==> src/rtl/edo_ctrl_pkg.sv <==
package edo_ctrl_pkg;

    typedef enum logic [2:0] {
        ST_IDLE,
        ST_ROW_ACT,
        ST_CAS_LOW,
        ST_CAS_PRE,
        ST_PRECHARGE,
        ST_REFRESH_HOLD
    } edo_state_t;

    localparam int LANES = 2;

endpackage

==> src/rtl/edo_phase_timer.sv <==
module edo_phase_timer #(
    parameter int W       = 4,
    parameter int RST_VAL = 0
) (
    input  logic         clk,
    input  logic         rst_n,
    input  logic         load,
    input  logic [W-1:0] load_val,
    output logic         done
);

    logic [W-1:0] cnt;

    always_ff @(posedge clk or negedge rst_n) begin
        if (!rst_n) begin
            cnt <= W'(RST_VAL);
        end else if (load) begin
            cnt <= load_val;
        end else if (cnt != '0) begin
            cnt <= cnt - 1'b1;
        end
    end

    assign done = (cnt == '0);

endmodule

==> src/rtl/edo_ras_age.sv <==
module edo_ras_age #(
    parameter int T_RAS_MIN = 5,
    parameter int HIT_LIMIT = 100,
    parameter int AW        = 8
) (
    input  logic clk,
    input  logic rst_n,
    input  logic ras_active,
    output logic min_met,
    output logic hit_ok
);

    logic [AW-1:0] age;

    always_ff @(posedge clk or negedge rst_n) begin
        if (!rst_n) begin
            age <= '0;
        end else if (!ras_active) begin
            age <= '0;
        end else if (age <= AW'(HIT_LIMIT)) begin
            age <= age + 1'b1;
        end
    end

    assign min_met = (age >= AW'(T_RAS_MIN - 1));
    assign hit_ok  = (age <= AW'(HIT_LIMIT));

endmodule

==> src/rtl/edo_req_hold.sv <==
module edo_req_hold #(
    parameter int ROW_W  = 10,
    parameter int COL_W  = 10,
    parameter int DATA_W = 16,
    parameter int BE_W   = 2
) (
    input  logic              clk,
    input  logic              rst_n,
    input  logic              capture,
    input  logic              in_we,
    input  logic [ROW_W-1:0]  in_row,
    input  logic [COL_W-1:0]  in_col,
    input  logic [DATA_W-1:0] in_wdata,
    input  logic [BE_W-1:0]   in_be,
    output logic              h_we,
    output logic [ROW_W-1:0]  h_row,
    output logic [COL_W-1:0]  h_col,
    output logic [DATA_W-1:0] h_wdata,
    output logic [BE_W-1:0]   h_be,
    output logic              row_match
);

    always_ff @(posedge clk or negedge rst_n) begin
        if (!rst_n) begin
            h_we    <= 1'b0;
            h_row   <= '0;
            h_col   <= '0;
            h_wdata <= '0;
            h_be    <= '0;
        end else if (capture) begin
            h_we    <= in_we;
            h_row   <= in_row;
            h_col   <= in_col;
            h_wdata <= in_wdata;
            h_be    <= in_be;
        end
    end

    assign row_match = (in_row == h_row);

endmodule

==> src/rtl/edo_page_ctrl.sv <==
module edo_page_ctrl
    import edo_ctrl_pkg::*;
#(
    parameter int ROW_W      = 10,
    parameter int COL_W      = 10,
    parameter int DATA_W     = 16,
    parameter int T_RCD      = 2,
    parameter int T_CAS      = 2,
    parameter int T_CP       = 1,
    parameter int T_RP       = 3,
    parameter int T_RAS_MIN  = 5,
    parameter int T_RASP_MAX = 12500
) (
    input  logic                     clk,
    input  logic                     rst_n,
    input  logic                     req_valid,
    output logic                     req_ready,
    input  logic                     req_we,
    input  logic [ROW_W+COL_W-1:0]   req_addr,
    input  logic [DATA_W-1:0]        req_wdata,
    input  logic [LANES-1:0]         req_be,
    output logic                     rd_valid,
    output logic [DATA_W-1:0]        rd_data,
    input  logic                     ref_grant,
    output logic                     dram_ras_n,
    output logic                     dram_casl_n,
    output logic                     dram_cash_n,
    output logic                     dram_we_n,
    output logic                     dram_oe_n,
    output logic [((ROW_W > COL_W) ? ROW_W : COL_W)-1:0] dram_addr,
    output logic [DATA_W-1:0]        dram_dq_out,
    output logic                     dram_dq_oe,
    input  logic [DATA_W-1:0]        dram_dq_in
);

    localparam int ADDR_W    = ROW_W + COL_W;
    localparam int MUX_W     = (ROW_W > COL_W) ? ROW_W : COL_W;
    localparam int TW        = $clog2(T_RCD + T_CAS + T_CP + T_RP + 2) + 1;
    localparam int HIT_LIMIT = T_RASP_MAX - 1 - T_CAS - T_CP;
    localparam int AW        = $clog2(T_RASP_MAX + 1) + 1;

    edo_state_t state, nxt;

    logic          t_load, t_done;
    logic [TW-1:0] t_val;
    logic          accept, hit_acc, close_row;
    logic          min_met, hit_ok, ras_active;

    logic              h_we, row_match;
    logic [ROW_W-1:0]  h_row;
    logic [COL_W-1:0]  h_col;
    logic [DATA_W-1:0] h_wdata;
    logic [LANES-1:0]  h_be;
    logic [LANES-1:0]  lane_cas_n;

    edo_phase_timer #(.W(TW), .RST_VAL(T_RP)) timer_i (
        .clk(clk), .rst_n(rst_n), .load(t_load), .load_val(t_val), .done(t_done)
    );

    edo_ras_age #(.T_RAS_MIN(T_RAS_MIN), .HIT_LIMIT(HIT_LIMIT), .AW(AW)) age_i (
        .clk(clk), .rst_n(rst_n), .ras_active(ras_active),
        .min_met(min_met), .hit_ok(hit_ok)
    );

    edo_req_hold #(.ROW_W(ROW_W), .COL_W(COL_W), .DATA_W(DATA_W), .BE_W(LANES)) hold_i (
        .clk(clk), .rst_n(rst_n), .capture(accept),
        .in_we(req_we), .in_row(req_addr[ADDR_W-1:COL_W]), .in_col(req_addr[COL_W-1:0]),
        .in_wdata(req_wdata), .in_be(req_be),
        .h_we(h_we), .h_row(h_row), .h_col(h_col), .h_wdata(h_wdata), .h_be(h_be),
        .row_match(row_match)
    );

    assign ras_active = (state == ST_ROW_ACT) || (state == ST_CAS_LOW) || (state == ST_CAS_PRE);
    assign close_row  = min_met && (ref_grant || !hit_ok || (req_valid && !row_match));

    // next state, phase timer load and request acceptance
    always_comb begin
        nxt     = state;
        t_load  = 1'b0;
        t_val   = '0;
        accept  = 1'b0;
        hit_acc = 1'b0;
        unique case (state)
            ST_PRECHARGE: begin
                if (t_done) nxt = ST_IDLE;
            end
            ST_IDLE: begin
                if (ref_grant) begin
                    nxt = ST_REFRESH_HOLD;
                end else if (req_valid) begin
                    accept = 1'b1;
                    nxt    = ST_ROW_ACT;
                    t_load = 1'b1;
                    t_val  = TW'(T_RCD - 1);
                end
            end
            ST_ROW_ACT: begin
                if (t_done) begin
                    nxt    = ST_CAS_LOW;
                    t_load = 1'b1;
                    t_val  = TW'(T_CAS - 1);
                end
            end
            ST_CAS_LOW: begin
                if (t_done) begin
                    nxt    = ST_CAS_PRE;
                    t_load = 1'b1;
                    t_val  = TW'(T_CP - 1);
                end
            end
            ST_CAS_PRE: begin
                if (t_done) begin
                    if (close_row) begin
                        nxt    = ST_PRECHARGE;
                        t_load = 1'b1;
                        t_val  = TW'(T_RP - 1);
                    end else if (req_valid && row_match && hit_ok && !ref_grant) begin
                        accept  = 1'b1;
                        hit_acc = 1'b1;
                        nxt     = ST_CAS_LOW;
                        t_load  = 1'b1;
                        t_val   = TW'(T_CAS - 1);
                    end
                end
            end
            ST_REFRESH_HOLD: begin
                if (!ref_grant) begin
                    nxt    = ST_PRECHARGE;
                    t_load = 1'b1;
                    t_val  = TW'(T_RP - 1);
                end
            end
            default: nxt = ST_PRECHARGE;
        endcase
    end

    // state register
    always_ff @(posedge clk or negedge rst_n) begin
        if (!rst_n) state <= ST_PRECHARGE;
        else        state <= nxt;
    end

    // per-byte column strobes
    for (genvar g = 0; g < LANES; g++) begin : g_lane
        assign lane_cas_n[g] = !((state == ST_CAS_LOW) && h_be[g]);
    end
    assign dram_casl_n = lane_cas_n[0];
    assign dram_cash_n = lane_cas_n[1];

    // strobe, address and data outputs
    always_comb begin
        dram_ras_n  = !ras_active;
        dram_we_n   = 1'b1;
        dram_oe_n   = 1'b1;
        dram_addr   = MUX_W'(h_row);
        dram_dq_out = h_wdata;
        dram_dq_oe  = 1'b0;
        req_ready   = accept;
        unique case (state)
            ST_ROW_ACT: begin
                dram_we_n = !h_we;
            end
            ST_CAS_LOW: begin
                dram_addr  = MUX_W'(h_col);
                dram_we_n  = !h_we;
                dram_oe_n  = h_we;
                dram_dq_oe = h_we;
            end
            ST_CAS_PRE: begin
                dram_we_n = !(hit_acc && req_we);
                dram_oe_n = h_we || (hit_acc && req_we);
            end
            default: ;
        endcase
    end

    // read capture at the end of the column-low phase
    always_ff @(posedge clk or negedge rst_n) begin
        if (!rst_n) begin
            rd_valid <= 1'b0;
            rd_data  <= '0;
        end else begin
            rd_valid <= (state == ST_CAS_LOW) && t_done && !h_we;
            if ((state == ST_CAS_LOW) && t_done && !h_we) rd_data <= dram_dq_in;
        end
    end

endmodule

==> config.mk <==
export PLATFORM = sky130hd
export DESIGN_NAME = edo_page_ctrl
export DESIGN_NICKNAME = d
export VERILOG_FILES = /design/src/rtl/edo_ctrl_pkg.sv /design/src/rtl/edo_phase_timer.sv /design/src/rtl/edo_ras_age.sv /design/src/rtl/edo_req_hold.sv /design/src/rtl/edo_page_ctrl.sv
export SDC_FILE = /design/constraint.sdc
export NUM_CORES = 1
export LEC_CHECK = 0
export ABC_AREA = 0
export BUFFER_PORTS_ARGS = -buffer_cell sky130_fd_sc_hd__buf_2
export CELL_PAD_IN_SITES_DETAIL_PLACEMENT = 1
export CELL_PAD_IN_SITES_GLOBAL_PLACEMENT = 1
export CORE_MARGIN = 3
export CORE_UTILIZATION = 41
export DETAILED_ROUTE_END_ITERATION = 10
export HOLD_SLACK_MARGIN = 0.12
export PLACE_DENSITY_LB_ADDON = 0.1
export SLEW_MARGIN = 5
export SYNTH_ARGS = -nofsm -noshare
export SYNTH_HDL_FRONTEND = slang
export SYNTH_HIERARCHICAL = 1
export SYNTH_SLANG_ARGS = --single-unit
export TNS_END_PERCENT = 20
==> constraint.sdc <==
create_clock -name clk -period 5.05 [get_ports clk]
set_clock_uncertainty 0.2 [all_clocks]
set_input_delay 1.515 -clock clk [delete_from_list [all_inputs] [get_ports clk]]
set_output_delay 1.515 -clock clk [all_outputs]
set_load 0.01 [all_outputs]
==> out/results.ini <==
[status]
status=completed

[clock_network]
clk_path_buf_depth=2
cts-root-buf=clkbuf_8
cts.sinks=79
path_clk_slew_ns=0.08
cts_tree=yes
h-tree-depth=3
cts_made_buffers=9
clk_latency_ns=0.36
cts_setup_buffers=0

[synthesis]
syn_avg_cell_area_sq_um=12.1
synth_cell_type_count=56
ys.flop_type=dfrtp_1
ys_ff_latch=79
seq_area_frac_synth_pct=49.2
syn_area_sq_um=4030
yosys_warnings=6
synth_edf_count=0
synth_cells=332
async_reset_ff_share_pct=100

[setup_path]
critPathMaxFanout=4
arrival_ns=3.13
path_buf_inv=3
cpLargestDelayFamily=simple AND/OR/NAND/NOR gates
crit_path_start_kind=primary input
endpoint=dram_we_n
cp_common_cell=buf_2
crit_cells=9
rr_worst_depth=9
regToRegSetupSlack_ns=1.47
cp_cell_sequence=buf_2 -> xnor2_1 -> nand4_1 -> nor4_2 -> buf_4 -> and4_1 -> nand3_1 -> a311o_1 -> buf_2
crit_path_start=req_addr[12]
rr_startpoint=age_i/age[0]$_DFFE_PN0P_
cp-end-kind=output port
critPathSlowestCell=a311o_1
worstSetupPathType=primary input to output port
cp_slowest_stage_delay_ns=0.33
rr_endpoint=hold_i/h_col[9]$_DFFE_PN0P_
required_ns=3.34

[die]
fp-row-count=35
ioPinCount=109
core_area_sq_um=9370
start_util_pct=43.0
die_h_um=105
die_width_um=105
die-area_sq_um=11000

[grt]
grt_start_max_net_pins=80
grt_pass1_wl_mm=16.6
grt_usage_pct=18.6
grt_pass1_vias=3184
grt_antenna_before_repair=0
grt_overflow_total=0

[worst_hold_path]
holdPathStages=1
hold_path_class=flop to flop

[drt]
vias=3061
drt-initial-drc-count=74
firstDrtPassIters=4
viasPerCell=5.30
ant_nets=0
totalWireLength_mm=10.1
drc=0
routedWlPerCell_um=17.4

[timing]
hold_slack_ns=0.308
period_needed_ns=4.85
fmax_mhz=206
setup_viol=0
final.setup.tns_ns=0
post-route-period-util_pct=96.0
worst_slew_pin_slew_ns=1.03
setup_ws_ns=0.201
hold_violations=0
drv_slew=0
rsz0062_at_grt=false
slew_headroom_pct=31.2

[final_layout]
final_common_cell=buf_2
syn2layout_area_growth_pct=21.8
final_cells=578
final_layout_size_suffix_gt1_share_pct=47.2
layout.nets=506
layout_common_cells=buf_2, dfrtp_1, mux2_2, nand2_1, mux2_4
antenna_cells=0
fillers=1062

[power]
peakVddDrop_mv=0.219
power_per_cell_area_nw_per_um2=509
p_leak_nw=2.28
total_power_mw=2.50

[placed_design]
routabilityCongestion=0.735
hpwl_mm=7.19
dp_cells=562
port_buffers=108
pre_cts_ws_ns=0.113

[run]
drv_cap=0

[worst register-to-register path: stages, from the launching register on]
cell,delay (ns)
dfrtp_1,0.48
nor4_1,0.49
a211oi_2,0.33
nor2_1,0.30
nor2b_1,0.24
and4_1,0.24
nand2_1,0.11
mux2i_4,0.16
buf_4,0.50
mux2_2,0.43
[cell families (layout without fill, tap and decap cells)]
logic type	count (synthesis)	after routing	synth area share (%)
simple gates	89	89	13.2
flops	79	79	49.2
mux	72	72	21.7
compound gates	49	49	8.45
buf+inv	26	141	3.60
xor+xnor	13	13	2.83
fa+ha+maj	3	3	0.932
other cells	1	3	0.0931
[worst min path at each step]
stage | from | to | slack (ns)
2_1_floorplan | hold_i/h_col[0]$_DFFE_PN0P_ | hold_i/h_col[0]$_DFFE_PN0P_ | 0.27
3_3_place_gp | hold_i/h_wdata[0]$_DFFE_PN0P_ | hold_i/h_wdata[0]$_DFFE_PN0P_ | 0.28
3_5_place_dp | rd_data[12]$_DFFE_PN0P_ | rd_data[12]$_DFFE_PN0P_ | 0.29
4_1_cts | hold_i/h_wdata[8]$_DFFE_PN0P_ | hold_i/h_wdata[8]$_DFFE_PN0P_ | 0.31
5_1_grt | hold_i/h_col[2]$_DFFE_PN0P_ | hold_i/h_col[2]$_DFFE_PN0P_ | 0.33
6_report | hold_i/h_wdata[8]$_DFFE_PN0P_ | hold_i/h_wdata[8]$_DFFE_PN0P_ | 0.31
[synthesized netlist by cell type, types with 2 or more instances]
cell | number | area (sq um)
dfrtp_1 | 76 | 1900
mux2_2 | 47 | 529
nand2_1 | 23 | 86.3
mux2_4 | 19 | 285
a21oi_1 | 11 | 55.1
xnor2_1 | 11 | 96.3
o31ai_1 | 10 | 75.1
or4_1 | 9 | 67.6
inv_1 | 8 | 30.0
nand3_1 | 8 | 40.0
nand2b_1 | 7 | 43.8
nor2_1 | 7 | 26.3
mux2i_1 | 6 | 60.1
nand4_1 | 6 | 37.5
nor4_1 | 6 | 37.5
o21ai_0 | 6 | 30.0
buf_2 | 5 | 25.0
clkbuf_1 | 5 | 18.8
and3_1 | 4 | 25.0
and2_1 | 3 | 18.8
buf_6 | 3 | 33.8
dfstp_2 | 3 | 78.8
ha_1 | 3 | 37.5
nor2b_1 | 3 | 18.8
nor3_1 | 3 | 15.0
a21boi_0 | 2 | 15.0
a22o_1 | 2 | 17.5
a31oi_1 | 2 | 12.5
and4_1 | 2 | 17.5
buf_4 | 2 | 15.0
inv_2 | 2 | 7.51
o21a_1 | 2 | 15.0
o2bb2ai_1 | 2 | 17.5
xor2_1 | 2 | 17.5
[power breakdown]
part	internal (mW)	leakage (nW)	switching, mW	total (mW)
clock network	0.234	0.102	0.257	0.492
logic	0.508	1.17	0.453	0.960
registers	0.858	1.01	0.189	1.05
total	1.60	2.28	0.899	2.50
[state kept, by name, summed over array words and instances, names as in the netlist]
| name | cells |
|---|---|
| hold_i/h_wdata | 16 |
| rd_data | 16 |
| age_i/age | 15 |
| hold_i/h_col | 10 |
| hold_i/h_row | 10 |
| timer_i/cnt | 5 |
| state | 3 |
| hold_i/h_be | 2 |
| hold_i/h_we | 1 |
| rd_valid | 1 |
[metal layers]
metal	share of wire, %	track usage, %	up-vias
li1	-	-	1435
met1	43	22.8	1546
met3	3.0	3.03	14
met4	1.5	6.00	0
met5	0	0	-
met2	53	33.1	66
[area by class of cell]
type                    count  area (sq um)  share of cell area [%]
inverters                  10          37.5                   0.765
clock buffers               9           124                    2.52
multi-input cells         229          1930                    39.3
well taps                 129           161                    3.29
flip-flops and latches     79          1980                    40.4
clock inverters             7          80.1                    1.63
repair buffers            115           596                    12.1
[repair_timing]
item,CTS,global route
endpoints found under the setup margin,0,1
hold buffers,0,0
resized for setup,0,1
[metrics by stage]
step,utilization [%],instance area (sq um)
4_1_cts,52.3,4900
3_3_place_gp,50.1,4700
3_5_place_dp,50.1,4700
2_1_floorplan,-,4040
5_1_grt,52.4,4910
6_report,52.4,4910
No activity file was read; power rests on OpenSTA's default activity.
